==> src/rtl/irq_steer_pkg.sv <==
package irq_steer_pkg;

    typedef enum logic [2:0] {
        RK_MASK = 3'd0,
        RK_VIEW = 3'd1,
        RK_RAW  = 3'd2,
        RK_CNT  = 3'd3,
        RK_RSVD = 3'd4,
        RK_BAD  = 3'd5
    } reg_kind_e;

    typedef struct packed {
        reg_kind_e  kind;
        logic [1:0] idx;
    } reg_sel_t;

endpackage

==> src/rtl/irq_addr_decode.sv <==
module irq_addr_decode
    import irq_steer_pkg::*;
#(
    parameter int ADDR_W = 16
) (
    input  logic [ADDR_W-1:0] addr,
    output reg_sel_t          sel
);

    always_comb begin
        sel.kind = RK_BAD;
        sel.idx  = 2'd0;
        if (addr[ADDR_W-1:12] == '0) begin
            case (addr[11:0])
                12'h200, 12'h240, 12'h600, 12'h640: begin
                    sel.kind = RK_MASK;
                    sel.idx  = {addr[10], addr[6]};
                end
                12'h280, 12'h2C0, 12'h680, 12'h6C0: begin
                    sel.kind = RK_VIEW;
                    sel.idx  = {addr[10], addr[6]};
                end
                12'h300: sel.kind = RK_RAW;
                12'h380: begin sel.kind = RK_CNT; sel.idx = 2'd0; end
                12'h3C0: begin sel.kind = RK_CNT; sel.idx = 2'd1; end
                12'h700: begin sel.kind = RK_CNT; sel.idx = 2'd2; end
                12'h740: begin sel.kind = RK_CNT; sel.idx = 2'd3; end
                12'h000, 12'h040, 12'h080, 12'h0C0,
                12'h100, 12'h140, 12'h180, 12'h1C0,
                12'h340, 12'h400, 12'h440, 12'h480,
                12'h4C0, 12'h580, 12'h5C0, 12'h780,
                12'hC00, 12'hC40, 12'hC80, 12'hCC0: sel.kind = RK_RSVD;
                default: sel.kind = RK_BAD;
            endcase
        end
    end

endmodule

==> src/rtl/irq_req_router.sv <==
module irq_req_router #(
    parameter int              NCPU     = 4,
    parameter int              REQ_W    = 64,
    parameter int              CASC_BIT = 55,
    parameter logic [NCPU-1:0] PRESENT  = '1
) (
    input  logic                         clk,
    input  logic                         rst_n,
    input  logic [REQ_W-1:0]             lines,
    input  logic                         cascade,
    input  logic [NCPU-1:0]              mask_wr,
    input  logic [REQ_W-1:0]             wdata,
    output logic [REQ_W-1:0]             req_q,
    output logic [NCPU-1:0][REQ_W-1:0]   mask_q,
    output logic [NCPU-1:0]              irq
);

    typedef struct packed {
        logic [REQ_W-1:0]           req;
        logic [NCPU-1:0][REQ_W-1:0] mask;
    } route_t;

    route_t st_d, st_q;

    always_comb begin
        st_d               = st_q;
        st_d.req           = lines;
        st_d.req[CASC_BIT] = lines[CASC_BIT] | cascade;
        for (int i = 0; i < NCPU; i++) begin
            if (mask_wr[i]) begin
                st_d.mask[i] = wdata;
            end
        end
    end

    always_ff @(posedge clk) begin
        if (!rst_n) begin
            st_q <= '0;
        end else begin
            st_q <= st_d;
        end
    end

    assign req_q  = st_q.req;
    assign mask_q = st_q.mask;

    for (genvar g = 0; g < NCPU; g++) begin : g_cpu
        if (PRESENT[g]) begin : g_on
            assign irq[g] = |(st_q.mask[g] & st_q.req);


            irq_change_cause_chk: assert property (@(posedge clk) disable iff (!rst_n)
                !$stable(irq[g]) |-> (!$stable(st_q.req) || !$stable(st_q.mask[g])));
        end else begin : g_off
            assign irq[g] = 1'b0;
        end
    end


    cascade_sets_bit_chk: assert property (@(posedge clk) disable iff (!rst_n)
        cascade |=> req_q[CASC_BIT]);

endmodule

==> src/rtl/irq_interval_bank.sv <==
module irq_interval_bank #(
    parameter int              NCPU    = 4,
    parameter int              CNT_W   = 24,
    parameter logic [NCPU-1:0] PRESENT = '1
) (
    input  logic                      clk,
    input  logic                      rst_n,
    input  logic                      tick,
    input  logic [NCPU-1:0]           wr_en,
    input  logic [CNT_W-1:0]          wdata,
    output logic [NCPU-1:0][CNT_W:0]  cnt_q,
    output logic [NCPU-1:0]           evt
);

    localparam int CW = CNT_W + 1;

    typedef struct packed {
        logic                     tick_prev;
        logic [NCPU-1:0]          evt;
        logic [NCPU-1:0][CW-1:0]  cnt;
    } bank_t;

    bank_t st_d, st_q;
    logic  tick_rise;

    always_comb begin
        st_d           = st_q;
        st_d.tick_prev = tick;
        st_d.evt       = '0;
        tick_rise      = tick && !st_q.tick_prev;
        for (int i = 0; i < NCPU; i++) begin
            if (wr_en[i]) begin
                st_d.cnt[i] = {1'b0, wdata};
            end else if (tick_rise && PRESENT[i]) begin
                st_d.cnt[i] = (st_q.cnt[i] - CW'(1))
                            | {st_q.cnt[i][CW-1], {CNT_W{1'b0}}};
                st_d.evt[i] = st_d.cnt[i][CW-1];
            end
        end
    end

    always_ff @(posedge clk) begin
        if (!rst_n) begin
            st_q <= '0;
        end else begin
            st_q <= st_d;
        end
    end

    assign cnt_q = st_q.cnt;
    assign evt   = st_q.evt;

    for (genvar g = 0; g < NCPU; g++) begin : g_chk

        write_clears_top_chk: assert property (@(posedge clk) disable iff (!rst_n)
            wr_en[g] |=> !cnt_q[g][CW-1]);


        underflow_sticky_chk: assert property (@(posedge clk) disable iff (!rst_n)
            (cnt_q[g][CW-1] && !wr_en[g]) |=> cnt_q[g][CW-1]);


        event_needs_top_chk: assert property (@(posedge clk) disable iff (!rst_n)
            evt[g] |-> cnt_q[g][CW-1]);

        if (!PRESENT[g]) begin : g_absent

            absent_holds_chk: assert property (@(posedge clk) disable iff (!rst_n)
                !wr_en[g] |=> ($stable(cnt_q[g]) && !evt[g]));
        end
    end

endmodule

==> src/rtl/irq_steer_top.sv <==
module irq_steer_top
    import irq_steer_pkg::*;
#(
    parameter int         REQ_W    = 64,
    parameter int         CASC_BIT = 55,
    parameter int         CNT_W    = 24,
    parameter int         ADDR_W   = 16,
    parameter logic [3:0] PRESENT  = 4'b0111
) (
    input  logic              clk,
    input  logic              rst_n,
    input  logic [REQ_W-1:0]  irq_lines,
    input  logic              cascade_irq,
    input  logic              tick,
    input  logic              bus_req,
    input  logic              bus_we,
    input  logic [ADDR_W-1:0] bus_addr,
    input  logic [REQ_W-1:0]  bus_wdata,
    output logic              bus_ack,
    output logic              bus_err,
    output logic [REQ_W-1:0]  bus_rdata,
    output logic [3:0]        cpu_irq,
    output logic [3:0]        cpu_timer
);

    localparam int NCPU = 4;

    typedef struct packed {
        logic             ack;
        logic             err;
        logic [REQ_W-1:0] rdata;
    } rsp_t;

    reg_sel_t                    sel;
    logic [NCPU-1:0]             mask_wr;
    logic [NCPU-1:0]             cnt_wr;
    logic [REQ_W-1:0]            req_q;
    logic [NCPU-1:0][REQ_W-1:0]  mask_q;
    logic [NCPU-1:0][CNT_W:0]    cnt_q;
    logic [REQ_W-1:0]            rd_val;
    rsp_t                        rsp_d, rsp_q;

    irq_addr_decode #(.ADDR_W(ADDR_W)) u_dec (
        .addr (bus_addr),
        .sel  (sel)
    );

    for (genvar g = 0; g < NCPU; g++) begin : g_wr
        assign mask_wr[g] = bus_req && bus_we && (sel.kind == RK_MASK) && (sel.idx == g);
        assign cnt_wr[g]  = bus_req && bus_we && (sel.kind == RK_CNT)  && (sel.idx == g);
    end

    irq_req_router #(
        .NCPU     (NCPU),
        .REQ_W    (REQ_W),
        .CASC_BIT (CASC_BIT),
        .PRESENT  (PRESENT)
    ) u_route (
        .clk     (clk),
        .rst_n   (rst_n),
        .lines   (irq_lines),
        .cascade (cascade_irq),
        .mask_wr (mask_wr),
        .wdata   (bus_wdata),
        .req_q   (req_q),
        .mask_q  (mask_q),
        .irq     (cpu_irq)
    );

    irq_interval_bank #(
        .NCPU    (NCPU),
        .CNT_W   (CNT_W),
        .PRESENT (PRESENT)
    ) u_timer (
        .clk   (clk),
        .rst_n (rst_n),
        .tick  (tick),
        .wr_en (cnt_wr),
        .wdata (bus_wdata[CNT_W-1:0]),
        .cnt_q (cnt_q),
        .evt   (cpu_timer)
    );

    always_comb begin
        case (sel.kind)
            RK_MASK: rd_val = mask_q[sel.idx];
            RK_VIEW: rd_val = mask_q[sel.idx] & req_q;
            RK_RAW:  rd_val = req_q;
            RK_CNT:  rd_val = REQ_W'(cnt_q[sel.idx]);
            default: rd_val = '0;
        endcase
        rsp_d.ack   = bus_req;
        rsp_d.err   = bus_req && (sel.kind == RK_BAD);
        rsp_d.rdata = (bus_req && !bus_we && sel.kind != RK_BAD) ? rd_val : '0;
    end

    always_ff @(posedge clk) begin
        if (!rst_n) begin
            rsp_q <= '0;
        end else begin
            rsp_q <= rsp_d;
        end
    end

    assign bus_ack   = rsp_q.ack;
    assign bus_err   = rsp_q.err;
    assign bus_rdata = rsp_q.rdata;


    ack_follows_req_chk: assert property (@(posedge clk) disable iff (!rst_n)
        bus_req |=> bus_ack);


    no_spurious_ack_chk: assert property (@(posedge clk) disable iff (!rst_n)
        !bus_req |=> !bus_ack);


    err_with_ack_chk: assert property (@(posedge clk) disable iff (!rst_n)
        bus_err |-> bus_ack);

endmodule

==> config.mk <==
export PLATFORM = sky130hd
export DESIGN_NAME = irq_steer_top
export DESIGN_NICKNAME = d
export VERILOG_FILES = /design/src/rtl/irq_steer_pkg.sv /design/src/rtl/irq_addr_decode.sv /design/src/rtl/irq_req_router.sv /design/src/rtl/irq_interval_bank.sv /design/src/rtl/irq_steer_top.sv
export SDC_FILE = /design/constraint.sdc
export NUM_CORES = 1
export LEC_CHECK = 0
export ABC_AREA = 1
export BUFFER_PORTS_ARGS = -buffer_cell sky130_fd_sc_hd__buf_2
export CAP_MARGIN = 15
export CELL_PAD_IN_SITES_DETAIL_PLACEMENT = 0
export CELL_PAD_IN_SITES_GLOBAL_PLACEMENT = 1
export CORE_MARGIN = 2
export CORE_UTILIZATION = 43
export CTS_CLUSTER_SIZE = 8
export DETAILED_ROUTE_END_ITERATION = 10
export PLACE_DENSITY = 0.83
export SYNTH_ARGS = -nofsm -noshare
export SYNTH_HDL_FRONTEND = slang
export SYNTH_SLANG_ARGS = --single-unit
==> constraint.sdc <==
create_clock -name clk -period 2.86 [get_ports clk]
set_input_delay 0.572 -clock clk [delete_from_list [all_inputs] [get_ports clk]]
set_output_delay 0.572 -clock clk [all_outputs]
set_load 0.01 [all_outputs]
==> metrics.md <==
| Metric | Value |
|---|---|
| Result of the run | `finished, final reports clean` |
| Routability congestion estimate | `0.960` |
| Drt wl/cell | `18.7 um` |
| Net count of the finished layout | `4574` |
| Detail-routed via count per cell | `5.41` |
| Highest clock frequency the design can meet | `351 MHz` |
| Cell accounting for the most synthesized area | `dfxtp_1` |
| Number of buffers inserted for hold repair after clock tree synthesis | `0` |
| H-tree depth | `3` |
| Final non-filler cell area | `31600 um^2` |
| Number of stages on the worst setup path | `9` |
| Synth async-reset ratio | `0%` |
| Library cell contributing the largest single delay on the critical path | `dfxtp_4` |
| Setup repair after global routing missed its margin | `true` |
| Die extent in y | `253 um` |
| Total CTS buffers | `71` |
| Post-route clock period utilization | `99.6%` |
| Placed Area | `29600 um^2` |
| Clock Pin Slew Worst Setup and Hold Paths | `50 ps` |
| Number of design-rule violations left by the first detailed-router iteration | `2937` |
| Antenna Violating Nets Remaining | `0` |
| Core area | `61500 um^2` |
| Final Skew | `22.7 ps` |
| Final cell utilization of the core | `51.5%` |
| Required time worst endpoint | `2290 ps` |
| Critical path startpoint category | `flop` |
| Total number of yosys warnings | `0` |
| Num rows | `91` |
| Clock Tree Buf Depth | `3` |
| Worst Hold Class | `input port to flop` |
| Number of hold violations in the final report | `0` |
| Critical path peak fanout | `2` |
| Pin count of the biggest net entering global routing | `145` |
| First-pass GRT wire length | `149000 um` |
| Number of distinct library cells after synthesis | `41` |
| Floorplan die area | `63900 um^2` |
| Instance count after placement with tap cells included | `5133` |
| Final setup fails | `0` |
| Reg-to-reg critical path endpoint | `u_timer.cnt_q[74]$_SDFFE_PP0P_` |
| Count of non-filler cells in the finished layout | `5222` |
| Count of port buffers added during placement | `221` |
| Seq/Total Area, Yosys | `36.8%` |
| Clock latency of the later-clocked register in the worst-skew pair | `610 ps` |
| Clock tree from TritonCTS | `built` |
| Total power draw | `17500 uW` |
| Number of flip-flops and latches in the synthesized netlist | `489` |
| Avg Inst Size Synth | `6.32 um^2` |
| Cell family with most CP delay | `compound AO/OA/AOI/OAI gates` |
| Kind of capture point of the worst setup path | `output pin` |
| Cell type with the highest occurrence count on the critical path | `buf_6` |
| Starting density of the core | `43.3%` |
| Cell Area, Synth | `26600 um^2` |
| Worst ir drop on vdd | `0.374 mV` |
| Reg-to-reg startpoint | `u_timer.cnt_q[52]$_SDFFE_PN0P_` |
| I/O pin total | `224` |
| DRT Pass-1 Iters | `6` |
| Worst slew slack as a fraction of its limit | `41.3%` |
| Remaining design rule violation count | `0` |
| Initial antenna violation count | `3` |
| Cell chosen for the clock root | `clkbuf_16` |
| Least-Margin Pin Slew | `877 ps` |
| Via Count | `28200` |
| Number of fill cells in the layout | `6403` |
| Cell Chain, Critical Path | `inv_4, o22ai_2, a221oi_2, o211ai_1, nor3_1, buf_4, nand4_1, buf_6, buf_6` |
| Final wirelength | `97700 um` |
| Grt total ovfl | `0` |
| Instance count of the mapped netlist | `4217` |
| Dominant synthesized flop cell | `dfxtp_1` |
| Antenna Diode Count | `0` |
| Fin. max-slew vios | `0` |
| Total global-route track usage | `29.9%` |
| Final HPWL DP | `69000 um` |
| Floorplan die width | `253 um` |
| Count of flip-flops with a built-in enable after synthesis | `0` |
| Arr. time, crit path | `2280 ps` |
| Power density of the placed cells | `552 nW/um^2` |
| Area share of the leading cell type in the synthesized netlist | `36.8%` |
| Depth of the worst register-to-register path | `10` |
| Final critical delay including setup and external delays | `2850 ps` |
| Vias in the first global route | `24900` |
| TritonCTS sink count | `489` |
| Worst Path Buf+Inv | `4` |
| Reg2reg setup slack | `400 ps` |
| Endpoint of the most critical setup path | `cpu_irq[1]` |
| Area growth, synth to finish | `18.8%` |
| Leading post-synthesis cells by cell area | `dfxtp_1 37%, nand2_1 14%, nor2_1 9.7%, nand3_1 7.7%, inv_1 6.9%` |
| Fraction of final layout cells with drive strength greater than 1 | `13.0%` |
| Crit. Startpoint | `u_route.req_q[48]$_SDFF_PN0_` |
| # Max-Cap Violations | `0` |
| Highest cell delay on the worst timing path | `350 ps` |
| Start-to-end type of the worst setup path | `flop to output pin` |
| Leakage power summed over all cells | `0.0135 uW` |
==> what timing repair did <==
action / CTS / global route
gates resized for setup: 20 / 16
setup buffers: 4 / 1
pin swaps: 3 / 8
cloned: 0 / 0
endpoints found under the setup margin: 3 / 3
==> stage by stage <==
| step | TNS (ps) | hold WS [ps] | setup slack (ps) |
|---|---|---|---|
| after floorplan | 0 | 452 | 579 |
| after global placement | 0 | 459 | 43.8 |
| after detailed placement | -7.98 | 468 | -7.98 |
| after CTS | -51.3 | 117 | -49.9 |
| after global routing | -69.0 | 145 | -69.0 |
| final | 0 | 140 | 12.8 |
==> state kept, by name, indices dropped and copies added, names as in the netlist <==
name and cells:
u_timer.cnt_q 99, bus_err 1, bus_rdata 64, u_route.req_q 64, u_route.mask_q 256, u_timer.evt 3, bus_ack 1, u_timer.st_q 1
==> Yosys cell counts, types with 2 or more instances <==
library cell / count
nor3_1: 26
o22ai_1: 22
nor2_2: 9
dfxtp_1: 489
nand3_2: 6
a211oi_1: 11
clkbuf_1: 100
nand2_1: 965
xnor2_1: 8
a221oi_1: 5
nor2_4: 3
o21a_1: 2
buf_2: 104
nand4_1: 182
nand3b_1: 22
a21oi_1: 335
buf_1: 54
nand2_2: 4
ha_1: 3
inv_1: 491
o21ai_1: 33
nor3b_1: 2
o2111ai_1: 88
nor2_1: 691
buf_4: 34
inv_2: 10
and2_0: 3
and2_1: 3
o21ai_0: 48
nor4_1: 13
nand3_1: 409
xor2_1: 33
==> kinds of logic (layout without fill, tap and decap cells) <==
family / Yosys count / in the layout / synth area share, %
and+or+nand+nor: 2342 / 2342 / 37.7
DFF: 489 / 489 / 36.8
buffers and inverters: 794 / 1008 / 12.2
other: 1 / 2 / 0.0141
AOI/OAI and AO/OA: 547 / 547 / 11.9
adders and majority gates: 3 / 3 / 0.141
xor gates and xnor gates: 41 / 41 / 1.35
==> worst min-delay path by stage <==
stage                                      from                                to  slack (ps)  depth (start not counted)
3_3_place_gp   u_route.mask_q[191]$_SDFFE_PN0P_  u_route.mask_q[191]$_SDFFE_PN0P_         460                          2
4_1_cts                           irq_lines[57]      u_route.req_q[57]$_SDFF_PN0_         120                          3
3_5_place_dp   u_route.mask_q[191]$_SDFFE_PN0P_  u_route.mask_q[191]$_SDFFE_PN0P_         470                          2
5_1_grt                           irq_lines[30]      u_route.req_q[30]$_SDFF_PN0_         150                          3
2_1_floorplan  u_route.mask_q[125]$_SDFFE_PN0P_  u_route.mask_q[125]$_SDFFE_PN0P_         450                          2
6_report                          irq_lines[59]      u_route.req_q[59]$_SDFF_PN0_         140                          3
==> area by class of cell <==
class	instances	area (um^2)	share of cell area (%)
repair buffers	422	3300	10.4
multi-input cells	2935	13800	43.5
clock buffers	77	1810	5.72
flip-flops and latches	489	9800	31.0
well taps	790	988	3.12
clock inverters	7	87.6	0.277
inverters	502	1890	5.97
==> worst reg2reg max path: cells and delay by family, from the launching register on <==
kind / cells / cell delay [ps]
simple gates: 6 / 1420
flops: 1 / 350
compound gates: 2 / 350
buf+inv: 2 / 280
==> cells in the final DEF (no fill, tap or decap), types with 3 or more instances in the layout <==
cell type | Yosys | final
inv_6 | 0 | 4
nand2_2 | 4 | 7
buf_4 | 34 | 147
and2_1 | 3 | 3
nand4_1 | 182 | 182
clkbuf_1 | 100 | 5
inv_1 | 491 | 480
a21oi_1 | 335 | 335
o2111ai_1 | 88 | 87
nand2_1 | 965 | 962
nor2_1 | 691 | 686
ha_1 | 3 | 3
o21ai_1 | 33 | 32
dfxtp_1 | 489 | 484
xnor2_1 | 8 | 8
inv_2 | 10 | 19
dfxtp_2 | 0 | 3
nor3_1 | 26 | 24
a221oi_1 | 5 | 4
buf_12 | 0 | 53
o21ai_0 | 48 | 48
nor4_2 | 0 | 5
nor4_1 | 13 | 7
nand3_1 | 409 | 409
and2_0 | 3 | 3
a211oi_1 | 11 | 11
buf_2 | 104 | 219
nand3_2 | 6 | 4
nor2_4 | 3 | 10
nand3b_1 | 22 | 22
clkbuf_16 | 0 | 71
xor2_1 | 33 | 33
o22ai_1 | 22 | 20
nor2_2 | 9 | 7
==> where the power goes <==
| group | switching, uW | leakage (uW) | internal (uW) |
|---|---|---|---|
| Clock | 3160 | 0.000930 | 4450 |
| Sequential | 342 | 0.00397 | 7040 |
| Combinational | 1620 | 0.00863 | 867 |
==> layer usage <==
layer	part of all wire (%)	vias to the layer above	GRT usage, %
li1	-	14000	-
met1	45	12900	42.3
met2	44	1166	46.0
met3	7.9	157	4.33
met4	3.2	0	10.6
met5	0	-	0
Note: power is estimated with default switching activity, not from simulation.
